**config.mk**
```make
export PLATFORM = sky130hd
export DESIGN_NAME = dpot_ctrl
export DESIGN_NICKNAME = d
export VERILOG_FILES = /design/src/rtl/dpot_pkg.sv /design/src/rtl/dpot_sampler.sv /design/src/rtl/dpot_shifter.sv /design/src/rtl/dpot_decoder.sv /design/src/rtl/dpot_ctrl.sv
export SDC_FILE = /design/constraint.sdc
export NUM_CORES = 1
export LEC_CHECK = 0
export BUFFER_PORTS_ARGS = -buffer_cell sky130_fd_sc_hd__buf_2
export CORE_MARGIN = 1.5
export CORE_UTILIZATION = 41
export DETAILED_ROUTE_END_ITERATION = 16
export PLACE_DENSITY_LB_ADDON = 0.2
export SETUP_SLACK_MARGIN = 0.4
export SYNTH_ARGS = -nofsm -noshare
export SYNTH_HDL_FRONTEND = slang
export SYNTH_SLANG_ARGS = --single-unit
```
**constraint.sdc**
```tcl
create_clock -name clk -period 2.97 [get_ports clk]
set_input_delay 0.891 -clock clk [delete_from_list [all_inputs] [get_ports clk]]
set_output_delay 0.891 -clock clk [all_outputs]
set_load 0.02 [all_outputs]
```
**src/rtl/dpot_pkg.sv**
```systemverilog
package dpot_pkg;
  localparam int unsigned CODE_W_DEF = 7;

  function automatic int unsigned tap_count(input int unsigned code_w);
    return 32'd1 << code_w;
  endfunction

  function automatic int unsigned midscale(input int unsigned code_w);
    return 32'd1 << (code_w - 1);
  endfunction
endpackage

```
**src/rtl/dpot_sampler.sv**
```systemverilog
module dpot_sampler #(
  parameter int unsigned SYNC_STAGES = 2
) (
  input  logic clk,
  input  logic rst_n,
  input  logic cs_n,
  input  logic sclk,
  input  logic sdi,
  output logic cs_sync_n,
  output logic sdi_s,
  output logic shift_evt,
  output logic load_evt
);
  logic [SYNC_STAGES-1:0] cs_chain, sclk_chain, sdi_chain;
  logic cs_prev, sclk_prev;

  genvar g;
  generate
    for (g = 0; g < SYNC_STAGES; g++) begin : g_sync
      if (g == 0) begin : g_first
        always_ff @(posedge clk or negedge rst_n) begin
          if (!rst_n) begin
            cs_chain[g]   <= 1'b1;
            sclk_chain[g] <= 1'b0;
            sdi_chain[g]  <= 1'b0;
          end else begin
            cs_chain[g]   <= cs_n;
            sclk_chain[g] <= sclk;
            sdi_chain[g]  <= sdi;
          end
        end
      end else begin : g_rest
        always_ff @(posedge clk or negedge rst_n) begin
          if (!rst_n) begin
            cs_chain[g]   <= 1'b1;
            sclk_chain[g] <= 1'b0;
            sdi_chain[g]  <= 1'b0;
          end else begin
            cs_chain[g]   <= cs_chain[g-1];
            sclk_chain[g] <= sclk_chain[g-1];
            sdi_chain[g]  <= sdi_chain[g-1];
          end
        end
      end
    end
  endgenerate

  always_ff @(posedge clk or negedge rst_n) begin
    if (!rst_n) begin
      cs_prev   <= 1'b1;
      sclk_prev <= 1'b0;
    end else begin
      cs_prev   <= cs_chain[SYNC_STAGES-1];
      sclk_prev <= sclk_chain[SYNC_STAGES-1];
    end
  end

  assign cs_sync_n = cs_chain[SYNC_STAGES-1];
  assign sdi_s     = sdi_chain[SYNC_STAGES-1];
  assign shift_evt = sclk_chain[SYNC_STAGES-1] & ~sclk_prev & ~cs_sync_n;
  assign load_evt  = cs_sync_n & ~cs_prev;
endmodule

```
**src/rtl/dpot_shifter.sv**
```systemverilog
module dpot_shifter #(
  parameter int unsigned CODE_W = dpot_pkg::CODE_W_DEF
) (
  input  logic              clk,
  input  logic              rst_n,
  input  logic              shift_evt,
  input  logic              load_evt,
  input  logic              sdi_s,
  output logic [CODE_W-1:0] sr_q,
  output logic [CODE_W-1:0] latch_q
);
  localparam logic [CODE_W-1:0] MID = CODE_W'(dpot_pkg::midscale(CODE_W));

  always_ff @(posedge clk or negedge rst_n) begin
    if (!rst_n) begin
      sr_q <= '0;
    end else if (shift_evt) begin
      sr_q <= {sr_q[CODE_W-2:0], sdi_s};
    end
  end

  always_ff @(posedge clk or negedge rst_n) begin
    if (!rst_n) begin
      latch_q <= MID;
    end else if (load_evt) begin
      latch_q <= sr_q;
    end
  end
endmodule

```
**src/rtl/dpot_decoder.sv**
```systemverilog
module dpot_decoder #(
  parameter int unsigned CODE_W = dpot_pkg::CODE_W_DEF,
  localparam int unsigned TAPS = dpot_pkg::tap_count(CODE_W)
) (
  input  logic [CODE_W-1:0] code,
  input  logic              shdn_n,
  output logic [TAPS-1:0]   tap_sel
);
  genvar g;
  generate
    for (g = 0; g < TAPS; g++) begin : g_tap
      if (g == 0) begin : g_bend
        assign tap_sel[g] = !shdn_n || (code == CODE_W'(g));
      end else begin : g_mid
        assign tap_sel[g] = shdn_n && (code == CODE_W'(g));
      end
    end
  endgenerate
endmodule

```
**src/rtl/dpot_ctrl.sv**
```systemverilog
module dpot_ctrl #(
  parameter int unsigned CODE_W      = dpot_pkg::CODE_W_DEF,
  parameter int unsigned SYNC_STAGES = 2,
  localparam int unsigned TAPS = dpot_pkg::tap_count(CODE_W)
) (
  input  logic              clk,
  input  logic              mid_rst_n,
  input  logic              shdn_n,
  input  logic              cs_n,
  input  logic              sclk,
  input  logic              sdi,
  output logic              sdo_pull_low,
  output logic [CODE_W-1:0] wiper_code,
  output logic [TAPS-1:0]   tap_sel,
  output logic              sw_a_closed,
  output logic              wiper_to_b
);
  logic              cs_sync_n, sdi_s, shift_evt, load_evt;
  logic [CODE_W-1:0] sr_q;

  dpot_sampler #(.SYNC_STAGES(SYNC_STAGES)) sampler_i (
    .clk(clk), .rst_n(mid_rst_n), .cs_n(cs_n), .sclk(sclk), .sdi(sdi),
    .cs_sync_n(cs_sync_n), .sdi_s(sdi_s), .shift_evt(shift_evt), .load_evt(load_evt)
  );

  dpot_shifter #(.CODE_W(CODE_W)) shifter_i (
    .clk(clk), .rst_n(mid_rst_n), .shift_evt(shift_evt), .load_evt(load_evt),
    .sdi_s(sdi_s), .sr_q(sr_q), .latch_q(wiper_code)
  );

  dpot_decoder #(.CODE_W(CODE_W)) decoder_i (
    .code(wiper_code), .shdn_n(shdn_n), .tap_sel(tap_sel)
  );

  assign sdo_pull_low = !cs_sync_n && shdn_n && !sr_q[CODE_W-1];
  assign sw_a_closed  = shdn_n;
  assign wiper_to_b   = !shdn_n;
endmodule

```
==> impl_metrics.tcl, run 1 <==
set metrics [dict create \
    status "aborted with a tool error" \
    failing_step "clock tree synthesis (4_1_cts)" \
    error "[ERROR DPL-0038] Utilization greater than 100%, impossible to legalize" \
    yosys_warnings 0 \
    start_util_pct 43.37 \
    yosys.area_share.simple_pct 49.28 \
    numCtsBuffers 3 \
    die_w_um 71.33 \
    synth_fp_nets 235 \
    yosysTopAreaCell "nor3_1" \
    cts_root_buf "clkbuf_8" \
    muxShareOfSynthArea_pct 8.235 \
    dp.cells 405 \
    syn_area_mm2 0.001914 \
    synth-xor-area-share_pct 0 \
    hpwl_um 5165 \
    post_cts_buffers 14 \
    num_rows 24 \
    syn_inst 229 \
    seq_area_frac_synth_pct 29.02 \
    clockBufferDepth 2 \
    portBuffers 143 \
    syn_area_per_cell_um2 8.360 \
    clock-sinks 22 \
    die_h_um 71.33 \
    cts-resized-gates 162 \
    synth_top_area_share_pct 24.84 \
    synth_top_family_by_area "simple AND/OR/NAND/NOR gates" \
    synth_area_leaders "nor3_1, dfrtp_1, nor3_2, mux2_2, dfstp_2" \
    htreeDepth 1 \
    hold_buffers 0 \
    synth_compound_area_share_pct 0.8497 \
    gp_congestion 0.7528 \
    pin_count 144 \
    ys_ff_latch 22 \
    synth_cell_types 24 \
    synthAdderAreaFrac_pct 0 \
]
## kinds of logic after synthesis
family,count (synthesis)
buffers and inverters,43
muxes,14
and+or+nand+nor,149
AOI/OAI and AO/OA,1
DFF,22
## stage by stage
stage                     area [um2]  setup WS (ps)
after floorplan                 2899          157.0
after global placement          3625          6.772
after detailed placement        3625        -0.1501
## cell usage after synthesis
cell type	n
nor4_1	4
nand3_1	1
buf_1	10
buf_2	10
o41ai_2	1
inv_1	1
or2_2	1
nor3_2	29
buf_4	2
or3b_1	4
mux2_2	14
dfstp_2	4
nor3_1	95
nor2b_1	1
nand2b_1	4
dfrtp_1	18
nand2_1	2
buf_6	8
nand3b_1	4
or3_1	1
nor3b_2	1
nand4b_1	1
clkbuf_1	12
nand3_2	1
==> inputs of run 2 (changes only) <==
- CORE_UTILIZATION: 41 -> 34
- PLACE_DENSITY_LB_ADDON: 0.2 -> 0.15
- SETUP_SLACK_MARGIN: 0.4 -> unset
==> run 2 against run 1 <==
The run now ends clean. Area after synthesis unchanged. Synthesized cell count unchanged.
==> impl_metrics.tcl, run 2 <==
set metrics [dict create \
    status "finished clean" \
    syn_area_per_cell_um2 8.360 \
    register_area_um2 555.5 \
    finalCritPeriodShare_pct 96.43 \
    grtUsageMet2_pct 35.39 \
    drive_above_1_share_pct 61.71 \
    htreeDepth 1 \
    grt_pass1_vias 1961 \
    synth_most_common_cell "nor3_1" \
    rsz0062_at_grt "false" \
    required_ps 2080 \
    clkTransAtPathRegs_ps 80 \
    cts-resized-gates 0 \
    setup_slack_ps 106.1 \
    area_growth_pct 42.09 \
    finClkSkew_ps 2.793 \
    wl_per_cell_um 15.12 \
    grtUsageMet1_pct 26.53 \
    num_rows 27 \
    layout.nets 357 \
    final_cells 422 \
    overflow 0 \
    coreArea_mm2 0.005473 \
    max_freq_mhz 349.2 \
    synth_top_area_share_pct 24.84 \
    r2r-start "sampler_i.cs_sync_n$_DFF_PN1_" \
    num_vias 2203 \
    ys_ff_latch 22 \
    yosysTopAreaCell "nor3_1" \
    die_w_um 78.04 \
    final_common_cell "buf_2" \
    max_slew_margin_pct 54.74 \
    hpwl_um 4388 \
    numCtsBuffers 3 \
    fin_tns_setup_ps 0 \
    start_kind "input pin" \
    antenna_cells 0 \
    p_per_area_mw_per_mm2 713.6 \
    p_leak_nw 1.318 \
    endpoint_kind "output port" \
    dp.cells 418 \
    ys.flop_type "dfrtp_1" \
    die_area_mm2 0.006089 \
    r2r_slack_ps 1360 \
    gp_congestion 0.7504 \
    worst_pin_slew_ps 678.8 \
    total_power_mw 1.941 \
    drt-total-wl_um 6380 \
    async_flop_share_pct 100.0 \
    hold_buffers 0 \
    multi_input_area_mm2 0.001126 \
    cts_root_buf "clkbuf_8" \
    criticalPathCategory "input pin to output port" \
    pin_count 144 \
    max-cap-violations 0 \
    antenna_found_initial 0 \
    clkLatencyLatePin_ps 260 \
    die_h_um 78.04 \
    first_pass_iters 4 \
    slew_viol_final 0 \
    routed_via_density 5.220 \
    grt_use_met3_pct 3.256 \
    grt_usage_pct 20.51 \
    crit_arrival_ps 1970 \
    yosys_warnings 0 \
    r2r-end "shifter_i.latch_q[1]$_DFFE_PN0P_" \
    fin_crit_ps 2864 \
    hp-start "sampler_i.sdi_chain[0]$_DFF_PN0_" \
    cts_tree "done" \
    holdPathStages 0 \
    clock-sinks 22 \
    final_cell_mix "buf_2, nor3_1, nor3_2" \
    drc 0 \
    top_usage_layer "met2" \
    syn_area_mm2 0.001914 \
    peakVddDrop_v 0.0004843 \
    ant_nets 0 \
    synth_area_leaders "nor3_1, dfrtp_1, nor3_2, mux2_2, dfstp_2" \
    syn_inst 229 \
    start_util_pct 34.98 \
    synth_cell_types 24 \
    portBuffers 143 \
    synth_edf_count 0 \
    hold_class "flop to flop" \
    synth_fp_nets 235 \
    pre_cts_slack_ps 125.9 \
    setup_viol 0 \
    synthTopCellsByCount "nor3_1, nor3_2, dfrtp_1, mux2_2, clkbuf_1" \
    r2r_cells 2 \
    drt_iter0_markers 92 \
    cp_max_fo 27 \
    fill_cells 554 \
    clockBufferDepth 2 \
    grt_pass1_wl_um 10280 \
    hold_viol 0 \
    seq_area_frac_synth_pct 29.02 \
    post_cts_buffers 0 \
    reg.largest.list "shifter_i.latch_q (7), shifter_i.sr_q (7), sampler_i.sclk_chain (2)" \
    grt_start_max_net_pins 33 \
    whs_endpoint "sampler_i.sdi_s$_DFF_PN0_" \
]
==> run 2: how the worst max path moves through the flow <==
stage | start | end | slack (ps) | cells after the start
floorplan | shdn_n | tap_sel[82] | 50 | 4
global placement | shdn_n | tap_sel[32] | 140 | 5
detailed placement | shdn_n | tap_sel[28] | 130 | 5
CTS | shifter_i.latch_q[6]$_DFFE_PN1P_ | tap_sel[71] | 80 | 3
global route | shdn_n | tap_sel[48] | 30 | 6
finish | shdn_n | tap_sel[28] | 110 | 5
==> run 2: logic make-up after synthesis <==
| family | count (synthesis) | share of synthesized area, % |
|---|---|---|
| buf+inv | 43 | 12.61 |
| compound gates | 1 | 0.8499 |
| mux | 14 | 8.235 |
| flops | 22 | 29.02 |
| simple gates | 149 | 49.28 |
==> run 2: where the power goes <==
part           switching [mW]  internal [mW]
registers              0.0989          0.392
clock network          0.0957          0.180
logic                   0.855          0.319
total                    1.05          0.891
==> run 2: per-layer routing <==
metal	routed length (um)	vias up
met5	0	-
met4	105	0
met3	391	10
met2	3129	94
met1	2753	1040
li1	-	1059
==> run 2: area by class of cell <==
class,instances,area share [%]
Timing Repair Buffer,159,32.11
Clock inverter,1,1.104
Clock buffer,3,1.518
Tap cell,72,3.312
Multi-Input combinational cell,164,41.40
Inverter,1,0.1380
Sequential cell,22,20.42
==> run 2: critical path: stages <==
cell and delay (ps):
buf_2 80, or3b_1 390, buf_12 190, nor3_1 210, buf_2 200
==> run 2: stage by stage <==
step           cell area [um2]  util, %  hold WS (ps)
2_1_floorplan             1921        -         331.2
3_3_place_gp              2646    48.35         332.9
3_5_place_dp              2646    48.35         336.4
4_1_cts                   2718    49.66         355.6
5_1_grt                   2720    49.70         361.3
6_report                  2720    49.70         352.5
No activity file was read; power rests on OpenSTA's default activity.
